<file path="src/rtl/sdb_pkg.sv">
package sdb_pkg;
  localparam int CR_AW = 16;
  localparam logic [CR_AW-1:0] MB_CMD  = 16'h80A0;
  localparam logic [CR_AW-1:0] MB_ADR  = 16'h80A1;
  localparam logic [CR_AW-1:0] MB_DAT  = 16'h80A2;
  localparam logic [11:0]      SEL_OFS = 12'h800;
  localparam logic [1:0]       CMD_START = 2'b01;
  localparam logic [1:0]       CMD_WRITE = 2'b10;

  typedef enum logic [2:0] {
    OP_POLL, OP_WR_ADDR, OP_WR_DATA, OP_WR_CMD, OP_RD_DATA, OP_DONE
  } mb_op_e;

  typedef enum logic [2:0] {
    ST_IDLE, ST_PG_GO, ST_PG_WT, ST_AC_GO, ST_AC_WT, ST_GAP, ST_RESP
  } seq_st_e;

  // step table: read polls twice, write polls once
  function automatic mb_op_e op_at(logic we, logic [2:0] step);
    mb_op_e op;
    op = OP_DONE;
    if (we) begin
      case (step)
        3'd0: op = OP_POLL;
        3'd1: op = OP_WR_ADDR;
        3'd2: op = OP_WR_DATA;
        3'd3: op = OP_WR_CMD;
        default: op = OP_DONE;
      endcase
    end else begin
      case (step)
        3'd0: op = OP_POLL;
        3'd1: op = OP_WR_ADDR;
        3'd2: op = OP_WR_CMD;
        3'd3: op = OP_POLL;
        3'd4: op = OP_RD_DATA;
        default: op = OP_DONE;
      endcase
    end
    return op;
  endfunction

  function automatic logic [CR_AW-1:0] mb_reg(mb_op_e op);
    logic [CR_AW-1:0] r;
    case (op)
      OP_WR_ADDR:             r = MB_ADR;
      OP_WR_DATA, OP_RD_DATA: r = MB_DAT;
      default:                r = MB_CMD;
    endcase
    return r;
  endfunction
endpackage

</file>
<file path="src/rtl/sdb_win_map.sv">
module sdb_win_map
  import sdb_pkg::*;
#(
  parameter int BUS_AW = 32,
  parameter int DEV_W  = 5,
  localparam int PG_W  = DEV_W + 7
) (
  input  logic [DEV_W-1:0]  dev_i,
  input  logic [BUS_AW-1:0] base_i,
  input  logic [CR_AW-1:0]  reg_i,
  output logic [PG_W-1:0]   page_o,
  output logic [BUS_AW-1:0] sel_addr_o,
  output logic [BUS_AW-1:0] acc_addr_o
);
  logic [10:0] ofs;

  assign page_o     = {dev_i, reg_i[15:9]};
  assign ofs        = {reg_i[8:0], 2'b00};
  assign sel_addr_o = base_i + BUS_AW'(SEL_OFS);
  assign acc_addr_o = base_i + BUS_AW'(ofs);
endmodule

</file>
<file path="src/rtl/sdb_poll_timer.sv">
module sdb_poll_timer #(
  parameter int GAP_CYC   = 500,
  parameter int MAX_POLLS = 1000,
  localparam int GAP_W    = $clog2(GAP_CYC + 1),
  localparam int CNT_W    = $clog2(MAX_POLLS + 1)
) (
  input  logic clk_i,
  input  logic rst_ni,
  input  logic clear_i,
  input  logic busy_seen_i,
  input  logic gap_run_i,
  output logic gap_done_o,
  output logic limit_o
);
  logic [GAP_W-1:0] gap_q;
  logic [CNT_W-1:0] polls_q;

  always_ff @(posedge clk_i or negedge rst_ni) begin
    if (!rst_ni) begin
      gap_q   <= '0;
      polls_q <= '0;
    end else begin
      gap_q <= gap_run_i ? gap_q + GAP_W'(1) : '0;
      if (clear_i)          polls_q <= '0;
      else if (busy_seen_i) polls_q <= polls_q + CNT_W'(1);
    end
  end

  assign gap_done_o = gap_run_i && (gap_q == GAP_W'(GAP_CYC - 1));
  // true on the busy read that would be the MAX_POLLS-th in a row
  assign limit_o    = (polls_q == CNT_W'(MAX_POLLS - 1));
endmodule

</file>
<file path="src/rtl/sdb_bus_port.sv">
module sdb_bus_port #(
  parameter int BUS_AW = 32,
  parameter int BUS_DW = 32
) (
  input  logic              clk_i,
  input  logic              rst_ni,
  input  logic              launch_i,
  input  logic              we_i,
  input  logic [BUS_AW-1:0] addr_i,
  input  logic [BUS_DW-1:0] wdata_i,
  output logic              bus_req_o,
  output logic              bus_we_o,
  output logic [BUS_AW-1:0] bus_addr_o,
  output logic [BUS_DW-1:0] bus_wdata_o,
  input  logic              bus_ack_i,
  output logic              done_o
);
  always_ff @(posedge clk_i or negedge rst_ni) begin
    if (!rst_ni) begin
      bus_req_o   <= 1'b0;
      bus_we_o    <= 1'b0;
      bus_addr_o  <= '0;
      bus_wdata_o <= '0;
    end else if (launch_i) begin
      bus_req_o   <= 1'b1;
      bus_we_o    <= we_i;
      bus_addr_o  <= addr_i;
      bus_wdata_o <= wdata_i;
    end else if (bus_req_o && bus_ack_i) begin
      bus_req_o   <= 1'b0;
    end
  end

  assign done_o = bus_req_o && bus_ack_i;
endmodule

</file>
<file path="src/rtl/serdes_cr_bridge.sv">
module serdes_cr_bridge
  import sdb_pkg::*;
#(
  parameter int NUM_PORTS = 4,
  parameter int BUS_AW    = 32,
  parameter int BUS_DW    = 32,
  parameter int DATA_W    = 16,
  parameter int DEV_W     = 5,
  parameter int POLL_GAP  = 500,
  parameter int MAX_POLLS = 1000,
  localparam int PORT_W   = (NUM_PORTS > 1) ? $clog2(NUM_PORTS) : 1,
  localparam int PG_W     = DEV_W + 7
) (
  input  logic                        clk_i,
  input  logic                        rst_ni,
  input  logic [NUM_PORTS*DEV_W-1:0]  cfg_dev_i,
  input  logic [NUM_PORTS*BUS_AW-1:0] cfg_base_i,
  input  logic                        req_i,
  input  logic [PORT_W-1:0]           req_port_i,
  input  logic                        req_we_i,
  input  logic [CR_AW-1:0]            req_addr_i,
  input  logic [DATA_W-1:0]           req_wdata_i,
  output logic                        busy_o,
  output logic                        rsp_valid_o,
  output logic [DATA_W-1:0]           rsp_rdata_o,
  output logic                        rsp_timeout_o,
  output logic                        bus_req_o,
  output logic                        bus_we_o,
  output logic [BUS_AW-1:0]           bus_addr_o,
  output logic [BUS_DW-1:0]           bus_wdata_o,
  input  logic                        bus_ack_i,
  input  logic [BUS_DW-1:0]           bus_rdata_i
);
  logic [DEV_W-1:0]  dev_arr  [NUM_PORTS];
  logic [BUS_AW-1:0] base_arr [NUM_PORTS];

  for (genvar p = 0; p < NUM_PORTS; p++) begin : g_cfg
    assign dev_arr[p]  = cfg_dev_i[p*DEV_W +: DEV_W];
    assign base_arr[p] = cfg_base_i[p*BUS_AW +: BUS_AW];
  end

  seq_st_e           st_q;
  logic [2:0]        step_q;
  logic              we_q;
  logic [CR_AW-1:0]  addr_q;
  logic [DATA_W-1:0] wdata_q;
  logic [DEV_W-1:0]  dev_q;
  logic [BUS_AW-1:0] base_q;
  logic [DATA_W-1:0] rdata_q;
  logic              tmo_q;

  mb_op_e            cur_op, nxt_op;
  logic [2:0]        step_inc;
  logic [PG_W-1:0]   page;
  logic [BUS_AW-1:0] sel_addr, acc_addr;
  logic [BUS_DW-1:0] mb_val;
  logic              launch, l_we;
  logic [BUS_AW-1:0] l_addr;
  logic [BUS_DW-1:0] l_wdata;
  logic              beat_done;
  logic              acc_done, busy_seen, advance;
  logic              gap_done, poll_limit;

  assign step_inc = step_q + 3'd1;
  assign cur_op   = op_at(we_q, step_q);
  assign nxt_op   = op_at(we_q, step_inc);

  sdb_win_map #(.BUS_AW(BUS_AW), .DEV_W(DEV_W)) u_map (
    .dev_i      (dev_q),
    .base_i     (base_q),
    .reg_i      (mb_reg(cur_op)),
    .page_o     (page),
    .sel_addr_o (sel_addr),
    .acc_addr_o (acc_addr)
  );

  always_comb begin
    case (cur_op)
      OP_WR_ADDR: mb_val = BUS_DW'(addr_q);
      OP_WR_DATA: mb_val = BUS_DW'(wdata_q);
      OP_WR_CMD:  mb_val = BUS_DW'(we_q ? (CMD_WRITE | CMD_START) : CMD_START);
      default:    mb_val = '0;
    endcase
  end

  always_comb begin
    launch  = 1'b0;
    l_we    = 1'b1;
    l_addr  = sel_addr;
    l_wdata = BUS_DW'(page);
    if (st_q == ST_PG_GO) begin
      launch = 1'b1;
    end else if (st_q == ST_AC_GO) begin
      launch  = 1'b1;
      l_we    = (cur_op != OP_POLL) && (cur_op != OP_RD_DATA);
      l_addr  = acc_addr;
      l_wdata = mb_val;
    end
  end

  sdb_bus_port #(.BUS_AW(BUS_AW), .BUS_DW(BUS_DW)) u_bus (
    .clk_i       (clk_i),
    .rst_ni      (rst_ni),
    .launch_i    (launch),
    .we_i        (l_we),
    .addr_i      (l_addr),
    .wdata_i     (l_wdata),
    .bus_req_o   (bus_req_o),
    .bus_we_o    (bus_we_o),
    .bus_addr_o  (bus_addr_o),
    .bus_wdata_o (bus_wdata_o),
    .bus_ack_i   (bus_ack_i),
    .done_o      (beat_done)
  );

  assign acc_done  = (st_q == ST_AC_WT) && beat_done;
  assign busy_seen = acc_done && (cur_op == OP_POLL) && bus_rdata_i[0];
  assign advance   = acc_done && !busy_seen;

  sdb_poll_timer #(.GAP_CYC(POLL_GAP), .MAX_POLLS(MAX_POLLS)) u_tmr (
    .clk_i       (clk_i),
    .rst_ni      (rst_ni),
    .clear_i     ((st_q == ST_IDLE) || advance),
    .busy_seen_i (busy_seen),
    .gap_run_i   (st_q == ST_GAP),
    .gap_done_o  (gap_done),
    .limit_o     (poll_limit)
  );

  always_ff @(posedge clk_i or negedge rst_ni) begin
    if (!rst_ni) begin
      st_q    <= ST_IDLE;
      step_q  <= '0;
      we_q    <= 1'b0;
      addr_q  <= '0;
      wdata_q <= '0;
      dev_q   <= '0;
      base_q  <= '0;
      rdata_q <= '0;
      tmo_q   <= 1'b0;
    end else begin
      case (st_q)
        ST_IDLE: if (req_i) begin
          we_q    <= req_we_i;
          addr_q  <= req_addr_i;
          wdata_q <= req_wdata_i;
          dev_q   <= dev_arr[req_port_i];
          base_q  <= base_arr[req_port_i];
          step_q  <= '0;
          rdata_q <= '0;
          tmo_q   <= 1'b0;
          st_q    <= ST_PG_GO;
        end
        ST_PG_GO: st_q <= ST_PG_WT;
        ST_PG_WT: if (beat_done) st_q <= ST_AC_GO;
        ST_AC_GO: st_q <= ST_AC_WT;
        ST_AC_WT: if (busy_seen) begin
          if (poll_limit) begin
            tmo_q <= 1'b1;
            st_q  <= ST_RESP;
          end else begin
            st_q  <= ST_GAP;
          end
        end else if (advance) begin
          if (cur_op == OP_RD_DATA) rdata_q <= bus_rdata_i[DATA_W-1:0];
          step_q <= step_inc;
          st_q   <= (nxt_op == OP_DONE) ? ST_RESP : ST_PG_GO;
        end
        ST_GAP:  if (gap_done) st_q <= ST_PG_GO;
        ST_RESP: st_q <= ST_IDLE;
        default: st_q <= ST_IDLE;
      endcase
    end
  end

  assign busy_o        = (st_q != ST_IDLE);
  assign rsp_valid_o   = (st_q == ST_RESP);
  assign rsp_rdata_o   = rdata_q;
  assign rsp_timeout_o = tmo_q;
endmodule

</file>
<file path="config.mk">
export PLATFORM = sky130hd
export DESIGN_NAME = serdes_cr_bridge
export DESIGN_NICKNAME = d
export VERILOG_FILES = /design/src/rtl/sdb_pkg.sv /design/src/rtl/sdb_win_map.sv /design/src/rtl/sdb_poll_timer.sv /design/src/rtl/sdb_bus_port.sv /design/src/rtl/serdes_cr_bridge.sv
export SDC_FILE = /design/constraint.sdc
export NUM_CORES = 1
export LEC_CHECK = 0
export BUFFER_PORTS_ARGS = -buffer_cell sky130_fd_sc_hd__buf_2
export CAP_MARGIN = 10
export CORE_UTILIZATION = 40
export DETAILED_ROUTE_END_ITERATION = 8
export GPL_TIMING_DRIVEN = 0
export PLACE_DENSITY = 0.73
export SYNTH_ARGS = -nofsm -noshare
export SYNTH_HDL_FRONTEND = slang
export SYNTH_SLANG_ARGS = --single-unit
export TNS_END_PERCENT = 100
</file>
<file path="constraint.sdc">
create_clock -name clk_i -period 3.1 [get_ports clk_i]
set_clock_uncertainty 0.15 [all_clocks]
set_input_delay 0.465 -clock clk_i [delete_from_list [all_inputs] [get_ports clk_i]]
set_output_delay 0.465 -clock clk_i [all_outputs]
set_load 0.05 [all_outputs]
</file>
==> flow_metrics.env <==
export IMPL_run_status="finished clean"
export IMPL_worst_ep_required_time_ns=3.29
export IMPL_fp_dieArea_mm2=0.02182
export IMPL_worstSetupStartpointType="flop"
export IMPL_synth_seq_cells=162
export IMPL_static_leakage_power_nw=5.588
export IMPL_final_net_count=1456
export IMPL_post_synth_main_area_contributors="sky130_fd_sc_hd__dfrtp_1 (48%), sky130_fd_sc_hd__nand2_1 (13%), sky130_fd_sc_hd__mux4_2 (9.8%)"
export IMPL_clock_path_buffers=2
export IMPL_cp_arrival_ns=3.24
export IMPL_path_common_cell="sky130_fd_sc_hd__ha_2"
export IMPL_via_count_of_the_first_global_routing_pass=7896
export IMPL_min_period_ns=3.051
export IMPL_synth_top_area_share=0.4773
export IMPL_hpwl_um=19010
export IMPL_route_detailed_vias_per_inst=5.227
export IMPL_grt_pass1_wl_um=40190
export IMPL_synth_yosys_seq_area_share=0.4773
export IMPL_design_portCount=304
export IMPL_maxSlewHeadroom=0.4550
export IMPL_timing_reg2reg_worst_path_depth=12
export IMPL_yosys_most_used_dff="sky130_fd_sc_hd__dfrtp_1"
export IMPL_yosys_cell_types_count=58
export IMPL_crit_path_top_delay_cell="sky130_fd_sc_hd__dfrtp_1"
export IMPL_detail_route_wl_per_cell_um=16.83
export IMPL_async_flop_share=1.000
export IMPL_pin_count_of_the_biggest_net_entering_global_routing=115
export IMPL_critical_path_class="flop to flop"
export IMPL_holdCritStartpoint="req_wdata_i[5]"
export IMPL_floorplan_initialDensity=0.4144
export IMPL_firstDrtPassIters=5
export IMPL_cell_breakdown_of_the_critical_path="ha_2, ha_2, buf_6, and2_4, nor3_4, ha_2, buf_4, a21oi_4, o2111ai_4, nand3_2, or3_1, a31oi_1"
export IMPL_synth_warning_count=0
export IMPL_yosysMostFrequentCell="sky130_fd_sc_hd__nand2_1"
export IMPL_die_height_um=147.7
export IMPL_timing_critical_path_fanout_max=8
export IMPL_grt_use_total=0.2399
export IMPL_fin_crit_sh=0.9840
export IMPL_r2r_slack_ns=0.05
export IMPL_root_buffer="sky130_fd_sc_hd__clkbuf_16"
export IMPL_wl_um=25390
export IMPL_register_area_mm2=0.004054
export IMPL_path_delay_family="simple AND/OR/NAND/NOR gates"
export IMPL_end_of_the_worst_hold_path="wdata_q[5]"
export IMPL_critPathCaptureType="flop"
export IMPL_worst_hold_path_num_cells=3
export IMPL_initialDrtViolationCount=421
export IMPL_postSynthAreaPerCell_um2=9.437
export IMPL_rr_startpoint="step_q[0]"
export IMPL_fmax_mhz=327.8
export IMPL_global_route_overflow_total=0
export IMPL_finalHoldViolations=0
export IMPL_placement_io_buffers=269
export IMPL_rsz0062_at_grt="yes"
export IMPL_gpl_final_weighted_congestion=0.8835
export IMPL_number_of_rows_in_the_core_area=52
export IMPL_ant_nets=0
export IMPL_synth_area_leader_cell="sky130_fd_sc_hd__dfrtp_1"
export IMPL_vdd_ir_drop_max_mv=0.3581
export IMPL_overall_power_mw=9.557
export IMPL_worstMarginPinSlew_ns=0.8101
export IMPL_final_max_slew_viol_count=0
export IMPL_worst_hold_path_type="input pin to flop"
export IMPL_path_clk_slew_ns=0.07
export IMPL_layout_filler_cells=1881
export IMPL_multi_input_area_mm2=0.004153
export IMPL_die_x_um=147.7
export IMPL_num_vias=7883
export IMPL_cts_made_buffers=17
export IMPL_post_route_drc_count=0
export IMPL_numClockSinks=162
export IMPL_maxCapViolCount=0
export IMPL_timing_final_setup_violations=0
export IMPL_power_density_mw_per_mm2=862.0
export IMPL_gate_count_after_technology_mapping=900
export IMPL_drive_gt1_frac=0.3258
export IMPL_cp_num_buf_inv=2
export IMPL_cp_slowest_stage_delay_ns=0.42
export IMPL_floorplan_core_area_mm2=0.02049
export IMPL_synthesis_to_layout_area_growth_pct=30.54
export IMPL_totalNegativeSetupSlack_ns=0
export IMPL_mappedNetlistArea_mm2=0.008493
export IMPL_synth_common_cells="sky130_fd_sc_hd__nand2_1 (298), sky130_fd_sc_hd__dfrtp_1 (162), sky130_fd_sc_hd__o21ai_0 (62)"
export IMPL_synth_edff_count=0
export IMPL_worst_r2r_endpoint="u_bus.bus_addr_o[27]"
export IMPL_ctsHtreeMaxLevel=4
export IMPL_antenna_found_initial=2
export IMPL_cts_tree="yes"
export IMPL_clk_insertion_delay_late_ns=0.43
[logic make-up after synthesis]
| logic type | synth area share |
|---|---|
| AOI/OAI and AO/OA | 0.09591 |
| xor gates and xnor gates | 0.03506 |
| adders and majority gates | 0.01856 |
| buffers and inverters | 0.05053 |
| DFF | 0.4773 |
| muxes | 0.1043 |
| other | 0.0004415 |
| and+or+nand+nor | 0.2179 |
[area by class of cell]
cell class                 instances  area share
antenna                            1   0.0002257
timing repair buffer             291      0.1408
multi-input combinational        661      0.3746
sequential                       162      0.3656
tap                              270     0.03047
clock buffer                      19     0.04085
clock inverter                    12    0.008690
buffer                            69     0.03092
inverter                          23    0.007787
[tightest hold or removal path, delay by kind of cell]
kind                   cells  cell delay, ns
and+or+nand+nor            2            0.08
buffers and inverters      1            0.07
[layer usage]
metal  up-vias  GRT usage  part of all wire  routed length [um]
li1       3744          -                 -                   -
met1      3786     0.3000              0.41               10360
met2       297     0.4113              0.50               12770
met3        56    0.04784             0.060                1530
met4         0    0.08763             0.029                 724
met5         -          0                 0                   0
[power breakdown]
part / internal (mW) / switching [mW] / total, mW / leakage, nW
Combinational: 1.21 / 2.93 / 4.15 / 3.23
Sequential: 2.87 / 0.549 / 3.42 / 2.09
Clock: 1.08 / 0.910 / 1.99 / 0.265
Total: 5.16 / 4.39 / 9.56 / 5.59
[worst max path at each step]
stage	cells past startpoint	startpoint	end
after CTS	13	step_q[0]	u_bus.bus_addr_o[24]
final	12	step_q[0]	u_bus.bus_addr_o[27]
after floorplan	11	step_q[0]	u_bus.bus_addr_o[31]
after global placement	1	rst_ni	addr_q[13]
after detailed placement	12	step_q[0]	u_bus.bus_addr_o[28]
after global routing	14	step_q[0]	u_bus.bus_addr_o[16]
[metrics by stage]
| step | cells | utilization | setup slack (ns) | hold slack (ns) | instance area, um2 |
|---|---|---|---|---|---|
| 4_1_cts | 1497 | 0.5371 | 0.0008196 | 0.05655 | 11010 |
| 5_1_grt | 1508 | 0.5410 | -0.05613 | 0.07491 | 11090 |
| 3_5_place_dp | 1455 | 0.5015 | -0.4793 | 0.2481 | 10280 |
| 2_1_floorplan | 915 | - | 0.1024 | 0.01941 | 8556 |
| 6_report | 1508 | 0.5410 | 0.04949 | 0.07252 | 11090 |
| 3_3_place_gp | 1454 | 0.4996 | -1.073 | 0.2962 | 10240 |
[sequential cells by signal, summed over array words and instances (netlist names), 3 cells and up]
| register | flops |
|---|---|
| base_q | 32 |
| u_bus.bus_addr_o | 32 |
| addr_q | 16 |
| rsp_rdata_o | 16 |
| u_bus.bus_wdata_o | 16 |
| wdata_q | 16 |
| u_tmr.polls_q | 10 |
| u_tmr.gap_q | 9 |
| dev_q | 5 |
| st_q | 3 |
| step_q | 3 |
[cell usage in the layout, fill, tap and decap left out, types with 5 or more instances in the layout]
cell,netlist,final
sky130_fd_sc_hd__nand3_1,17,16
sky130_fd_sc_hd__clkbuf_1,37,37
sky130_fd_sc_hd__a21oi_1,12,11
sky130_fd_sc_hd__xor2_1,17,17
sky130_fd_sc_hd__a31oi_1,6,6
sky130_fd_sc_hd__nor3_1,8,7
sky130_fd_sc_hd__and3_1,16,16
sky130_fd_sc_hd__nor2_1,34,34
sky130_fd_sc_hd__nand2_1,298,296
sky130_fd_sc_hd__nor2b_1,6,6
sky130_fd_sc_hd__or3_1,5,5
sky130_fd_sc_hd__clkbuf_16,0,18
sky130_fd_sc_hd__o31ai_1,7,7
sky130_fd_sc_hd__a221oi_1,6,6
sky130_fd_sc_hd__a222oi_1,8,8
sky130_fd_sc_hd__inv_6,0,5
sky130_fd_sc_hd__buf_4,16,35
sky130_fd_sc_hd__mux4_2,37,37
sky130_fd_sc_hd__conb_1,1,16
sky130_fd_sc_hd__dfrtp_1,162,162
sky130_fd_sc_hd__ha_1,11,6
sky130_fd_sc_hd__o21ai_0,62,56
sky130_fd_sc_hd__buf_2,6,274
sky130_fd_sc_hd__xnor2_1,17,17
sky130_fd_sc_hd__o21ai_1,1,7
sky130_fd_sc_hd__nand4_1,20,20
sky130_fd_sc_hd__inv_1,23,23
sky130_fd_sc_hd__buf_1,7,7
[timing repair]
action | CTS | global route
setup buffers | 9 | 11
hold endpoints to repair | 48 | 0
hold buffers | 1 | 0
setup endpoints to repair | 23 | 19
pin swaps | 6 | 11
cloned | 1 | 0
gates resized for setup | 16 | 9
Note: power is estimated with default switching activity, not from simulation.
